[src/rtl/crs_pkg.sv]
`timescale 1ns/1ps
package crs_pkg;
  localparam int unsigned KIND_W = 2;
  typedef enum logic [KIND_W-1:0] {
    K_DATA = 2'b00,
    K_CTRL = 2'b01,
    K_WB   = 2'b10,
    K_CTL2 = 2'b11
  } kind_e;
endpackage

[src/rtl/steer_decode.sv]
`timescale 1ns/1ps
module steer_decode
  import crs_pkg::*;
#(
  parameter int unsigned NW = 16
) (
  input  logic [KIND_W-1:0] kind,
  input  logic [NW-1:0]     crit,
  input  logic [NW-1:0]     live,
  output logic              c_en,
  output logic [NW-1:0]     c_mask,
  output logic              n_en,
  output logic [NW-1:0]     n_mask
);
  logic is_data, is_wb;

  always_comb begin
    is_data = (kind == K_DATA);
    is_wb   = (kind == K_WB);
    if (is_data) begin
      c_mask = crit & live;
      n_mask = ~crit & live;
      c_en   = |c_mask;
      n_en   = |n_mask;
    end else if (is_wb) begin
      c_mask = '0;
      n_mask = '1;
      c_en   = 1'b0;
      n_en   = 1'b1;
    end else begin
      c_mask = '0;
      n_mask = '0;
      c_en   = 1'b1;
      n_en   = 1'b0;
    end
  end
endmodule

[src/rtl/split_lane.sv]
`timescale 1ns/1ps
module split_lane #(
  parameter int unsigned NW = 16,
  parameter int unsigned WW = 32
) (
  input  logic             clk,
  input  logic             rst_n,
  input  logic             load,
  input  logic             load_en,
  input  logic [NW-1:0]    load_mask,
  input  logic [NW*WW-1:0] words,
  output logic             out_valid,
  input  logic             out_ready,
  output logic             out_head,
  output logic             out_last,
  output logic [NW-1:0]    out_mask,
  output logic [WW-1:0]    out_data
);
  localparam int unsigned IW = (NW > 1) ? $clog2(NW) : 1;
  localparam logic [NW-1:0] ONE = NW'(1);

  logic          busy, at_head;
  logic [NW-1:0] rem, mask_q, rem_next;
  logic [IW-1:0] idx;

  function automatic logic [IW-1:0] lowest_set(input logic [NW-1:0] v);
    lowest_set = '0;
    for (int i = NW - 1; i >= 0; i--) begin
      if (v[i]) lowest_set = IW'(i);
    end
  endfunction

  always_comb begin
    idx      = lowest_set(rem);
    rem_next = rem & (rem - ONE);
    out_valid = busy;
    out_head  = at_head;
    out_mask  = mask_q;
    out_last  = at_head ? (rem == '0) : (rem_next == '0);
    out_data  = at_head ? '0 : words[idx*WW +: WW];
  end

  always_ff @(posedge clk) begin
    if (!rst_n) begin
      busy    <= 1'b0;
      at_head <= 1'b0;
      rem     <= '0;
      mask_q  <= '0;
    end else if (load) begin
      busy    <= load_en;
      at_head <= 1'b1;
      rem     <= load_mask;
      mask_q  <= load_mask;
    end else if (busy && out_ready) begin
      if (at_head) begin
        at_head <= 1'b0;
        if (rem == '0) busy <= 1'b0;
      end else begin
        rem <= rem_next;
        if (rem_next == '0) busy <= 1'b0;
      end
    end
  end


  stall_hold_chk: assert property (@(posedge clk) disable iff (!rst_n)
    out_valid && !out_ready |=> out_valid && $stable(out_data) && $stable(out_head) && $stable(out_last));


  last_drop_chk: assert property (@(posedge clk) disable iff (!rst_n)
    out_valid && out_ready && out_last |=> !out_valid);


  data_in_mask_chk: assert property (@(posedge clk) disable iff (!rst_n)
    out_valid && out_ready && !out_head |=> (mask_q & ~rem) != '0 || load);
endmodule

[src/rtl/crit_resp_splitter.sv]
`timescale 1ns/1ps
module crit_resp_splitter
  import crs_pkg::*;
#(
  parameter int unsigned NW = 16,
  parameter int unsigned WW = 32,
  parameter int unsigned AW = 26
) (
  input  logic             clk,
  input  logic             rst_n,
  input  logic             in_valid,
  output logic             in_ready,
  input  logic [1:0]       in_kind,
  input  logic [AW-1:0]    in_addr,
  input  logic [NW*WW-1:0] in_words,
  input  logic [NW-1:0]    in_crit,
  input  logic [NW-1:0]    in_live,
  output logic             cn_valid,
  input  logic             cn_ready,
  output logic             cn_head,
  output logic             cn_last,
  output logic [AW-1:0]    cn_addr,
  output logic [1:0]       cn_kind,
  output logic [NW-1:0]    cn_mask,
  output logic [WW-1:0]    cn_data,
  output logic             nn_valid,
  input  logic             nn_ready,
  output logic             nn_head,
  output logic             nn_last,
  output logic [AW-1:0]    nn_addr,
  output logic [1:0]       nn_kind,
  output logic [NW-1:0]    nn_mask,
  output logic [WW-1:0]    nn_data
);
  localparam int unsigned NL = 2;

  logic [NW*WW-1:0] words_q;
  logic [AW-1:0]    addr_q;
  logic [1:0]       kind_q;
  logic [NW-1:0]    live_q;
  logic             accept;

  logic [NL-1:0]         l_en, l_valid, l_ready, l_head, l_last;
  logic [NL-1:0][NW-1:0] l_mask_in, l_mask;
  logic [NL-1:0][WW-1:0] l_data;

  steer_decode #(.NW(NW)) u_dec (
    .kind   (in_kind),
    .crit   (in_crit),
    .live   (in_live),
    .c_en   (l_en[0]),
    .c_mask (l_mask_in[0]),
    .n_en   (l_en[1]),
    .n_mask (l_mask_in[1])
  );

  assign in_ready = ~|l_valid;
  assign accept   = in_valid && in_ready;

  always_ff @(posedge clk) begin
    if (!rst_n) begin
      words_q <= '0;
      addr_q  <= '0;
      kind_q  <= '0;
      live_q  <= '0;
    end else if (accept) begin
      words_q <= in_words;
      addr_q  <= in_addr;
      kind_q  <= in_kind;
      live_q  <= in_live;
    end
  end

  assign l_ready = {nn_ready, cn_ready};

  for (genvar g = 0; g < NL; g++) begin : g_lane
    split_lane #(.NW(NW), .WW(WW)) u_lane (
      .clk       (clk),
      .rst_n     (rst_n),
      .load      (accept),
      .load_en   (l_en[g]),
      .load_mask (l_mask_in[g]),
      .words     (words_q),
      .out_valid (l_valid[g]),
      .out_ready (l_ready[g]),
      .out_head  (l_head[g]),
      .out_last  (l_last[g]),
      .out_mask  (l_mask[g]),
      .out_data  (l_data[g])
    );
  end

  assign cn_valid = l_valid[0];
  assign cn_head  = l_head[0];
  assign cn_last  = l_last[0];
  assign cn_mask  = l_mask[0];
  assign cn_data  = l_data[0];
  assign cn_addr  = addr_q;
  assign cn_kind  = kind_q;
  assign nn_valid = l_valid[1];
  assign nn_head  = l_head[1];
  assign nn_last  = l_last[1];
  assign nn_mask  = l_mask[1];
  assign nn_data  = l_data[1];
  assign nn_addr  = addr_q;
  assign nn_kind  = kind_q;


  accept_idle_chk: assert property (@(posedge clk) disable iff (!rst_n)
    in_valid && in_ready |-> !cn_valid && !nn_valid);


  disjoint_mask_chk: assert property (@(posedge clk) disable iff (!rst_n)
    cn_valid && nn_valid |-> (cn_mask & nn_mask) == '0);


  dead_word_chk: assert property (@(posedge clk) disable iff (!rst_n)
    kind_q == K_DATA && (cn_valid || nn_valid) |-> ((cn_mask | nn_mask) & ~live_q) == '0);


  wb_full_chk: assert property (@(posedge clk) disable iff (!rst_n)
    kind_q == K_WB && nn_valid |-> nn_mask == '1 && !cn_valid);


  ctrl_route_chk: assert property (@(posedge clk) disable iff (!rst_n)
    (kind_q == K_CTRL || kind_q == K_CTL2) && cn_valid |-> cn_head && cn_last && !nn_valid);
endmodule

[config.mk]
export PLATFORM = sky130hd
export DESIGN_NAME = crit_resp_splitter
export DESIGN_NICKNAME = d
export VERILOG_FILES = /design/src/rtl/crs_pkg.sv /design/src/rtl/steer_decode.sv /design/src/rtl/split_lane.sv /design/src/rtl/crit_resp_splitter.sv
export SDC_FILE = /design/constraint.sdc
export NUM_CORES = 2
export LEC_CHECK = 0
export BUFFER_PORTS_ARGS = -buffer_cell sky130_fd_sc_hd__buf_2
export CAP_MARGIN = 20
export CORE_MARGIN = 10
export CORE_UTILIZATION = 30
export CTS_CLUSTER_SIZE = 12
export DETAILED_ROUTE_END_ITERATION = 6
export HOLD_SLACK_MARGIN = 0.03
export PLACE_DENSITY = 0.59
export RECOVER_POWER = 100
export SETUP_SLACK_MARGIN = 0.5
export SYNTH_ARGS = -nofsm -noshare
export SYNTH_HDL_FRONTEND = slang
export SYNTH_SLANG_ARGS = --single-unit
[constraint.sdc]
create_clock -name clk -period 6.1 [get_ports clk]
set_input_delay 0.915 -clock clk [delete_from_list [all_inputs] [get_ports clk]]
set_output_delay 0.915 -clock clk [all_outputs]
set_load 0.01 [all_outputs]
==> metrics.md <==
| Metric | Value |
|---|---|
| Final #Nets | roughly 5.4k |
| Starting density of the core | between 30% and 40% |
| WP data required | 5.18 ns |
| Hold Crit Class | input pin to flip-flop |
| Fin. Hold Viols | 0 |
| # setup viols final | 0 |
| Max Fanout on Critical Path | 13 |
| Setup TNS | 0 ns |
| Pin count of the biggest net entering global routing | 179 |
| Vias | approximately 36k |
| Max transition margin | -187% |
| Startpoint Class | flip-flop |
| Total gr overflow | 0 |
| Number of CTS-inserted buffers | 75 |
| CTS root buf | clkbuf_16 |
| Vias in the first global route | 33.8k |
| Synth Area per Inst | approximately 7.5 um2 |
| Initial DRC Count | 4795 |
| Clock sink count | 608 |
| Die area | 122000 um2 |
| Max Slew Vio Count | 253 |
| Largest cells by area after synthesis | dfxtp_1, nand2_1, a21boi_0 |
| Synth top area share | a little under two fifths |
| Arr. time, crit path | slightly below 5 ns |
| WS Path Type | flip-flop to primary output |
| Critical-path top delay cell | and2_0 |
| Drc violations | 0 |
| Gr usage total | 30.0% |
| Initial antenna violation count | 77 |
| Peak VDD IR | approximately 0.17 mV |
| Leading area contributor after synthesis | dfxtp_1 |
| Register area share after synthesis | 37.5% |
| First-pass GRT wire length | ~260000 um |
| Cells after synthesis | between 4k and 5k |
| RSZ-0062 raised after global routing | false |
| DP HPWL | roughly 150000 um |
| Final period util | 95.8% |
| Floorplan Core Area | 107000 um2 |
| Row count | 120 |
| Later-pin clock latency in the skew report | 0.66 ns |
| Hold buffers post-CTS | 0 |
| EDFF count, synth | 0 |
| GPL Wtd Cong | about 1 |
| DRT Pass-1 Iters | 6 |
| Failing checks | capacitance limit, slew limit |
| F_max | around 170 MHz |
| Critical Path Sink Type | primary output |
| CP delay by family, top | compound AO/OA/AOI/OAI gates |
| # IOs | 736 |
| ANT nets after route | 0 |
| Syn nets | just under 5k |
| Delay of the slowest critical-path stage | 0.98 ns |
| CP Cell Sequence | or4_1 > o21bai_1 > and2_0 > buf_4 > a311o_1 > o32ai_1 > a2111oi_1 > a31o_1 > buf_2 |
| Die X | about 350 um |
| Ys flop type | dfxtp_1 |
| Most frequent cells in the layout | nand2_1, a21boi_0, buf_2 |
| Via density | 5.74 |
| Routed WL per cell | roughly 30 um |
| Mapped Area | 32500 um2 |
| Leak | approximately 15 nW |
| R2R Setup Slk | approximately 0.59 ns |
| CTS H-tree depth | 3 |
| Cell Pwr Density | 348 nW/um2 |
| Fin util | a little under two fifths |
| Max-cap viol count | 3 |
| Final setup skew | 0.0261 ns |
| Synth async-reset ratio | 0% |
| CTS clock-pin slew for the worst setup and hold paths | 0.06 ns |
| Warnings from Yosys | 0 |
| Routed WL | 193000 um |
| Syn-to-layout area delta | 21.8% |
| Post-route minimum period | 5.84 ns |
| Status | finished, violations left |
| Longest Clk Path Bufs | 3 |
| Number of buffers added on ports | 735 |
| Die height | 349 um |
| CTS tree | yes |
| Netlist cell types | 67 |
| CP Buf/Inv Count | 2 |
| Layout cell share with drive strength beyond 1 | 17.6% |
| Seq cells post-synth | 608 |
| Most common cell after layout, fill and taps aside | nand2_1 |
| Worst slew pin tran | 4.31 ns |
## sequential cells by signal, indices dropped and copies added (netlist names)
signal                   count
cn_addr                     26
cn_kind                      2
g_lane.u_lane.out_head       2
g_lane.u_lane.out_mask      32
g_lane.u_lane.out_valid      2
g_lane.u_lane.rem           32
words_q                    512
## kinds of logic after synthesis
group | after synthesis | share of synthesized area, %
and+or+nand+nor | 1707 | 21.4
AOI/OAI and AO/OA | 1450 | 31.9
DFF | 608 | 37.5
buffers and inverters | 438 | 5.74
muxes | 107 | 3.30
adders and majority gates | 5 | 0.158
## metal layers
layer  wire (um)  part of all wire [%]  up-vias  track usage, %
li1            -                     -    16100               -
met2       81800                    42     2148            44.4
met4       12000                   6.2       66            16.0
met5         399                  0.21        -               0
met1       76200                    39    17300            37.7
met3       22900                    12      500            10.6
## through the flow
step | total power, mW | cells | worst slack [ns] | hold WS, ns | cell area, um2
global route | 14.2 | 6276 | 0.281 | 0.448 | 39600
CTS | 13.7 | 6260 | 0.571 | 0.411 | 39800
floorplan | 6.88 | 4315 | 2.80 | 0.443 | 32500
finish | 13.8 | 6290 | 0.258 | 0.448 | 39600
detailed placement | 9.02 | 6123 | 1.12 | 0.454 | 37200
global placement | 9.01 | 6123 | 1.15 | 0.448 | 37200
## report_power, final
group / internal [mW] / switching (mW) / total, mW
combinational: 1.35 / 3.00 / 4.35
sequential: 4.27 / 0.461 / 4.73
clock: 2.80 / 1.91 / 4.71
total: 8.42 / 5.37 / 13.8
## path summary, 6_finish.rpt
path / startpoint / to / depth (start not counted)
worst max-delay path: g_lane[1].u_lane.rem[8]$_SDFFE_PN0P_ / nn_data[8] / 9
worst min-delay path: nn_ready / g_lane[1].u_lane.out_valid$_SDFFE_PN0P_ / 2
worst max register to register: g_lane[1].u_lane.out_valid$_SDFFE_PN0P_ / words_q[57]$_SDFFE_PN0P_ / 5
worst min register to register: words_q[43]$_SDFFE_PN0P_ / words_q[43]$_SDFFE_PN0P_ / 2
## Yosys cell counts (31+ instances only)
cell type / number
a211oi_1: 58
buf_4: 40
o21ai_0: 67
buf_2: 58
and3_1: 90
nand2_1: 1447
a22oi_1: 92
a21oi_1: 293
clkbuf_1: 315
a2111oi_0: 33
a22o_1: 34
nor2_1: 31
a21boi_0: 636
a221oi_1: 47
dfxtp_1: 608
mux2i_1: 107
nand3_1: 45
## what timing repair did
action                                 in CTS  in global routing
endpoints found under the hold margin       0                  0
setup endpoints to repair                   1                  0
setup buffers                               0                  0
gates resized for setup                     1                  0
## worst register-to-register path, stage by stage (launching register included)
cell and delay [ns]:
dfxtp_1 0.34, nor2_1 0.19, and2_0 3.09, clkbuf_2 1.07
nand2_1 0.47, a21boi_0 0.26
## area by class of cell
cell class                 instances  area, um2
timing repair buffer             826       4360
antenna                           30       75.1
multi-input combinational       3269      18600
fill                           11600      67800
inverter                          17       63.8
tap                             1403       1760
clock buffer                     112       2230
sequential                       608      12200
clock inverter                    25        342
Power figures use the tool's default switching activity.
